==> src/rtl/hfa_pkg.sv <==
// Package: shared widths and the frame layout for the hit frame aligner.
// Assumes: fields are packed from the most significant end in the order
// count, flags, hits, fine time.
package hfa_pkg;
    parameter int CHANNELS = 48;
    parameter int BX_W     = 12;
    parameter int FLAG_W   = 4;
    parameter int DEPTH_W  = 4;
    localparam int HDR_W   = BX_W + FLAG_W;
    localparam int FRAME_W = HDR_W + 2 * CHANNELS;

    typedef struct packed {
        logic [BX_W-1:0]     bx;
        logic [FLAG_W-1:0]   flags;
        logic [CHANNELS-1:0] hits;
        logic [CHANNELS-1:0] fine;
    } frame_t;
endpackage

==> src/rtl/hfa_bx_counter.sv <==
// Bunch-crossing counter: counts machine cycles, wraps at its maximum and
// clears on a bunch-counter reset.
// Assumes: bcr_i is synchronous to clk and high for one cycle per reset.
module hfa_bx_counter #(
    parameter int W = 12
) (
    input  logic         clk,
    input  logic         rst_n,
    input  logic         bcr_i,
    output logic [W-1:0] bx_o
);
    // Count one per cycle, return to zero on reset or bunch-counter reset.
    always_ff @(posedge clk) begin
        if (!rst_n || bcr_i) bx_o <= '0;
        else                 bx_o <= bx_o + 1'b1;
    end

    assert_bx_clear_R7: assert property (@(posedge clk) disable iff (!rst_n)
        bcr_i |=> bx_o == '0);
    assert_bx_step_R6: assert property (@(posedge clk) disable iff (!rst_n)
        !bcr_i |=> bx_o == W'($past(bx_o) + 1'b1));
endmodule

==> src/rtl/hfa_frame_builder.sv <==
// Frame builder: packs header, hit and fine-time fields into one word.
// Assumes: all inputs belong to the same machine cycle. Purely combinational.
module hfa_frame_builder
    import hfa_pkg::*;
(
    input  logic [BX_W-1:0]     bx_i,
    input  logic [FLAG_W-1:0]   flag_i,
    input  logic [CHANNELS-1:0] hit_i,
    input  logic [CHANNELS-1:0] fine_i,
    output logic [FRAME_W-1:0]  word_o
);
    frame_t f;

    // Fill the frame fields from the inputs of this cycle.
    always_comb begin
        f.bx    = bx_i;
        f.flags = flag_i;
        f.hits  = hit_i;
        f.fine  = fine_i;
        word_o  = f;
    end
endmodule

==> src/rtl/hfa_delay_line.sv <==
// Delay line: a shift line of 2**DEPTH_W-1 stages, a tap selected by the
// active delay, and one output register. Latency is the delay plus one.
// Assumes: resync_i is a single-cycle pulse. It loads the delay and clears
// every stage and the output.
module hfa_delay_line #(
    parameter int WIDTH   = 112,
    parameter int DEPTH_W = 4
) (
    input  logic               clk,
    input  logic               rst_n,
    input  logic               resync_i,
    input  logic [DEPTH_W-1:0] depth_i,
    input  logic [WIDTH-1:0]   din,
    output logic [WIDTH-1:0]   dout
);
    localparam int NSTAGE = (1 << DEPTH_W) - 1;

    logic [DEPTH_W-1:0] depth_q;
    logic [WIDTH-1:0]   stage [NSTAGE];
    logic [WIDTH-1:0]   tap   [NSTAGE+1];

    // Take a new delay only on resync; go back to zero on reset.
    always_ff @(posedge clk) begin
        if (!rst_n)        depth_q <= '0;
        else if (resync_i) depth_q <= depth_i;
    end

    // Shift the line one stage per cycle; flush it on reset or resync.
    always_ff @(posedge clk) begin
        for (int k = 0; k < NSTAGE; k++) begin
            if (!rst_n || resync_i) stage[k] <= '0;
            else if (k == 0)        stage[k] <= din;
            else                    stage[k] <= stage[k-1];
        end
    end

    // Tap 0 is the undelayed word; tap k is the output of stage k-1.
    assign tap[0] = din;
    for (genvar k = 1; k <= NSTAGE; k++) begin : g_tap
        assign tap[k] = stage[k-1];
    end

    // Fixed output stage: register the selected tap.
    always_ff @(posedge clk) begin
        if (!rst_n || resync_i) dout <= '0;
        else                    dout <= tap[depth_q];
    end

    assert_flush_R5: assert property (@(posedge clk) disable iff (!rst_n)
        resync_i |=> dout == '0);
    assert_depth_hold_R4: assert property (@(posedge clk) disable iff (!rst_n)
        !resync_i |=> $stable(depth_q));
    assert_first_stage_R2: assert property (@(posedge clk) disable iff (!rst_n)
        !resync_i |=> stage[0] == $past(din));
endmodule

==> src/rtl/hit_frame_aligner.sv <==
// Hit frame aligner top: counts bunch crossings, builds a frame each cycle
// and sends it through the programmable delay line.
// Assumes: all inputs are synchronous to clk (the machine clock).
module hit_frame_aligner
    import hfa_pkg::*;
(
    input  logic                clk,
    input  logic                rst_n,
    input  logic [CHANNELS-1:0] hit_i,
    input  logic [CHANNELS-1:0] fine_i,
    input  logic [FLAG_W-1:0]   flag_i,
    input  logic                bcr_i,
    input  logic [DEPTH_W-1:0]  depth_i,
    input  logic                resync_i,
    output logic [FRAME_W-1:0]  frame_o
);
    logic [BX_W-1:0]    bx;
    logic [FRAME_W-1:0] word;

    hfa_bx_counter #(.W(BX_W)) u_bx (
        .clk   (clk),
        .rst_n (rst_n),
        .bcr_i (bcr_i),
        .bx_o  (bx)
    );

    hfa_frame_builder u_build (
        .bx_i   (bx),
        .flag_i (flag_i),
        .hit_i  (hit_i),
        .fine_i (fine_i),
        .word_o (word)
    );

    hfa_delay_line #(.WIDTH(FRAME_W), .DEPTH_W(DEPTH_W)) u_delay (
        .clk      (clk),
        .rst_n    (rst_n),
        .resync_i (resync_i),
        .depth_i  (depth_i),
        .din      (word),
        .dout     (frame_o)
    );

    assert_reset_zero_R8: assert property (@(posedge clk)
        !rst_n |=> frame_o == '0);
endmodule

==> config.mk <==
export PLATFORM = sky130hd
export DESIGN_NAME = hit_frame_aligner
export DESIGN_NICKNAME = d
export VERILOG_FILES = /design/src/rtl/hfa_pkg.sv /design/src/rtl/hfa_bx_counter.sv /design/src/rtl/hfa_frame_builder.sv /design/src/rtl/hfa_delay_line.sv /design/src/rtl/hit_frame_aligner.sv
export SDC_FILE = /design/constraint.sdc
export NUM_CORES = 2
export LEC_CHECK = 0
export BUFFER_PORTS_ARGS = -buffer_cell sky130_fd_sc_hd__buf_2
export CORE_MARGIN = 2
export CORE_UTILIZATION = 35
export CTS_BUF_LIST = sky130_fd_sc_hd__clkbuf_16
export DETAILED_ROUTE_END_ITERATION = 12
export PLACE_DENSITY = 0.53
export SLEW_MARGIN = 20
export SYNTH_ARGS = -nofsm -noshare
export SYNTH_HDL_FRONTEND = slang
export SYNTH_SLANG_ARGS = --single-unit
==> constraint.sdc <==
create_clock -name clk -period 2.2 [get_ports clk]
set_input_delay 0.44 -clock clk [delete_from_list [all_inputs] [get_ports clk]]
set_output_delay 0.44 -clock clk [all_outputs]
set_load 0.005 [all_outputs]
Yosys cells after proc, flatten, opt, wreduce, memory -nomap -nowiden
Memory sizes are Yosys's and may differ from the RTL's.
Cells that the tools add are included.
{"block": "word_totals", "register_bits": 128, "ram_bits": 1680, "input_bits": 108, "output_inout_bits": 112, "elab_cells": 46, "n_memories": 1}
{"name": "u_delay.stage", "depth": 15, "width": 112, "rd": 15, "rd_ports_with_merged_regs": 0, "wr": 15, "line_no": "hfa_delay_line.sv:19", "text": "logic [WIDTH-1:0] stage [NSTAGE];"}
{"block": "classes", "addsub": 1, "magnitude_cmp": 1, "n_mux": 21, "bitwise": 16, "reduce_logical": 3}
{"operator": "$mux 112", "n": 17}
{"operator": "$bmux 112 s4", "n": 1}
{"operator": "$or 1x1->1", "n": 15}
{"operator": "$add 12x1->12 const B", "n": 1}
{"operator": "$ge 5x5->1 const B", "n": 1}
{"operator": "$not 4->5", "n": 1}
{"operator": "$mux 1", "n": 3}
{"operator": "$logic_or 1x1->1", "n": 2}
{"operator": "$logic_not 1->1", "n": 1}

Logic depth before layout (Yosys ltp)
{"block": "logic_depth", "depth_word": 5, "depth_mapped": 9, "mapped_depth_nobuf": 5}

By module
A second synthesis with hierarchy kept.
{"block": "unflattened", "cells_unflattened": 5140, "area_unflattened_um2": 63126.8}
{"module": "hfa_delay_line", "n_inst": 1, "cells_each": 4969, "area_per_inst_um2": 61760.5, "seq_area_each_um2": 35954.5}
{"module": "hfa_frame_builder", "n_inst": 1, "cells_each": 112, "area_per_inst_um2": 840.8, "seq_area_each_um2": 0.0}
{"module": "hfa_bx_counter", "n_inst": 1, "cells_each": 59, "area_per_inst_um2": 525.5, "seq_area_each_um2": 240.2}

Least setup slack after synthesis
OpenSTA, ideal clock, no wires.
{"block": "synth_path", "kind": "register to register", "start": "register u_delay.depth_q[2]", "end": "register u_delay.dout[70]", "setup_time_ps": 122, "arrival_time_ps": 1776, "required_ps": 2078, "slack_ps": 302, "stages_incl_launch_ff": 7, "path_buffers": 3, "synth_period_minus_slack_ps": 1898, "path_cell_list": "dfxtp_1 buf_2 buf_2 clkbuf_1 mux4_2 a22o_1 a221o_1"}
{"block": "synth_via", "elab_chain_len": 4}
{"element": "from (decl)", "line_no": "hfa_delay_line.sv:18", "text": "logic [DEPTH_W-1:0] depth_q;"}
{"element": "from (signal assigned)", "line_no": "hfa_delay_line.sv:25", "text": "else if (resync_i) depth_q <= depth_i;"}
{"element": "$not 4->5 (not written as such)", "line_no": "hfa_delay_line.sv:46", "text": "else dout <= tap[depth_q];"}
{"element": "$bmux 112 s4", "line_no": "hfa_delay_line.sv:46"}
{"element": "$mux 112 (not written as such) (2 in a row)", "line_no": "hfa_delay_line.sv:46"}
{"element": "to (signal assigned)", "line_no": "hfa_delay_line.sv:46"}
{"element": "to (decl)", "line_no": "hfa_delay_line.sv:14", "text": "output logic [WIDTH-1:0] dout"}
Every way passes these cells. The select of a mux whose other input is x is not followed.
A chain may end at the register's enable or synchronous reset.

Worst setup path after layout
{"block": "layout_path", "start": "register u_delay.depth_q[0]", "end": "register u_delay.dout[23]"}
The elaborated chain is that of the path after synthesis.

==> results.tsv <==
metric	value	unit
Peak Freq	0.476	GHz
number of DRC markers in iteration 0	1827	
mux contribution to synthesized area	16.3	%
post-synth top area share	58.2	%
placed inst area	66500	sq um
Post-Syn Area	62200	sq um
Clk pin slew, worst setup/hold paths	0.06	ns
nets	5337	
hpwl dp	82.1	mm
IO Pins	220	
worst vdd ir	0.000654	V
final setup TNS	0	ns
Setup CP Type	reg2reg	
H-tree depth	4	
Synth area leaders	dfxtp_1, and2_1, mux4_2, mux2i_1, a221o_1	
Post-Synth Adder-Cell Area	0.0201	%
crit start category	register	
gpl congestion	0.718	
largest net degree at the start of global routing	238	
Worst setup EP type	register	
Die H	426	um
status	finished clean	
max_cap viols	0	
Simple-Gate Fraction of Synth Area	18.4	%
CP Max Fanout	30	
Initial DRT Pass Iterations	5	
Final Power	66.0	mW
Net Count, Synth	5045	
DRC Markers	0	
Seq/Total Area, Yosys	58.2	%
max-slew violations	0	
R2R setup slack	0.10	ns
# rows	154	
total grt overflow	0	
overall routed net length	135	mm
clock sink count	1808	
yosys synthesis warning count	0	
endpoints failing hold	0	
skew final	0.0258	ns
initial antenna violation count	8	
Wirelength per Cell	17.5	um
Syn Area/Cell	12.6	sq um
first-pass GRT wire length	215	mm
Data arrival, critical path	2.79	ns
Synth-to-Final Area Change	18.0	%
Pwr per Cell Area	899	nW/um^2
# setup viols final	0	
xor-xnor portion of the synthesized cell area	0.127	%
main combinational cell family by area after synthesis	simple AND/OR/NAND/NOR gates	
worst slew pin tran	0.823	ns
die width	426	um
CTS tree	built	
Starting Density	35.3	%
vias in the first global route	36800	
Min Hold Slack	0.111	ns
port bufs	219	
Period minus WS final	2.10	ns
Via-to-Cell Ratio	4.66	
Die Area	181000	sq um
cell taking the most area after synthesis	dfxtp_1	
Gate Count Post-Synth	4936	
fin crit share	95.4	%
total track usage	15.0	%
RSZ-0062 raised after global routing	false	
layout cells sized above 1	17.8	%
design area	73400	sq um
total CTS buffers	192	
Yosys reg bits	1808	
DR vias	35900	
critical path required time	2.89	ns
hold crit path type	in2reg	
worst-case clock buffer depth	3	
Clk Latency, worst-skew pair	0.81	ns
clk root buf	clkbuf_16	
Synth Area in Compound Gates	4.17	%
ANT nets after route	0	
Slew Limit Headroom	45.1	%
core box area	176000	sq um
leakage power	28.7	nW
Netlist cell types	33	
where the power goes:
group / switching [mW] / internal (mW)
Sequential: 0.131 / 33.0
Clock: 13.0 / 16.8
Combinational: 1.67 / 1.41
layer usage:
metal  vias to the layer above  wire length (um)  part of all wire [%]  track usage [%]
met1                     17800             63600                    47             20.2
met2                       451             63300                    47             24.3
li1                      17500                 -                     -                -
met4                        10              3310                   2.5             4.83
met5                         -                63                 0.047                0
met3                       211              4590                   3.4             2.82
cells in the mapped netlist:
cell type,number
nand4_1,3
o22ai_1,39
mux4_2,336
ha_1,1
nor2b_1,14
nor3_1,2
mux2i_1,259
nor3b_2,1
a221o_1,112
and3_1,69
buf_2,86
and2_1,1682
o31ai_1,4
xor2_1,5
nor2_1,53
a21oi_1,1
xnor2_1,4
buf_1,7
and4_1,2
inv_1,2
nor4b_1,4
nand2b_1,3
and2_4,1
nand2_1,9
clkbuf_1,239
buf_6,22
a22oi_1,69
nand3_1,4
dfxtp_1,1808
a211oi_1,8
buf_4,17
a31o_2,1
a22o_1,69
stage by stage:
stage | util [%] | worst slack [ns] | cells
final | 41.6 | 0.101 | 7721
after global routing | 41.6 | 0.00328 | 7721
after CTS | 41.6 | 0.0214 | 7720
after detailed placement | 37.7 | 0.0374 | 7269
after global placement | 37.7 | 0.0409 | 7269
after floorplan | - | 0.302 | 4936
critical path: stages (launching register included):
cell and delay (ns):
dfxtp_4 0.42, buf_12 0.19, buf_12 0.27, mux4_2 0.53, a22o_1 0.19, a221o_1 0.34
flip-flops by register name (all words and copies together) (netlist names):
name / flops
u_delay.dout: 112
u_delay.stage: 1680
u_bx.bx_o: 12
u_delay.depth_q: 4
area by class of cell:
type	instances	area, sq um
Clock buffer	199	4980
Timing Repair Buffer	469	4130
Tap cell	2340	2930
Clock inverter	147	851
Antenna cell	1	2.50
Sequential cell	1808	36200
Fill cell	16500	103000
Multi-Input combinational cell	2755	24300
Inverter	2	7.51
final timing paths:
check / endpoint / startpoint / cells past startpoint
hold / removal: u_delay.depth_q[2]$_SDFFE_PN0P_ / depth_i[2] / 3
setup reg to reg: u_delay.dout[23]$_SDFF_PP0_ / u_delay.depth_q[0]$_SDFFE_PN0P_ / 5
hold reg to reg: u_delay.stage[1][111]$_SDFF_PP0_ / u_delay.stage[0][111]$_SDFF_PP0_ / 1
setup / recovery: u_delay.dout[23]$_SDFF_PP0_ / u_delay.depth_q[0]$_SDFFE_PN0P_ / 5
kinds of logic after synthesis:
group,after synthesis
AO/OA/AOI/OAI,303
buffers and inverters,373
adder cells (fa/ha/maj),1
XOR/XNOR,9
flip-flops,1808
multiplexers,595
AND/OR/NAND/NOR,1847
layout by cell type, fill, tap and decap left out, types with 4 or more instances in the layout:
master,Yosys,layout
clkbuf_16,0,199
xnor2_1,4,4
nor4b_1,4,4
a22o_1,69,69
and2_1,1682,1681
mux4_2,336,336
nand2_1,9,8
xor2_1,5,5
a211oi_1,8,8
dfxtp_1,1808,1805
a22oi_1,69,69
mux2i_1,259,259
clkinv_2,0,31
buf_12,0,71
nor2b_1,14,12
o31ai_1,4,4
clkinv_1,0,52
a221o_1,112,112
bufinv_16,0,5
buf_4,17,73
buf_2,86,219
and3_1,69,69
o22ai_1,39,39
nand3_1,4,4
dlygate4sd3_1,0,105
inv_1,2,48
nor2_1,53,52
what timing repair did:
action / in CTS / in global routing
hold buffers: 105 / 0
gates resized for setup: 0 / 1
endpoints found under the setup margin: 0 / 2
endpoints found under the hold margin: 103 / 0
setup buffers: 0 / 0
Note: power is estimated with default switching activity, not from simulation.
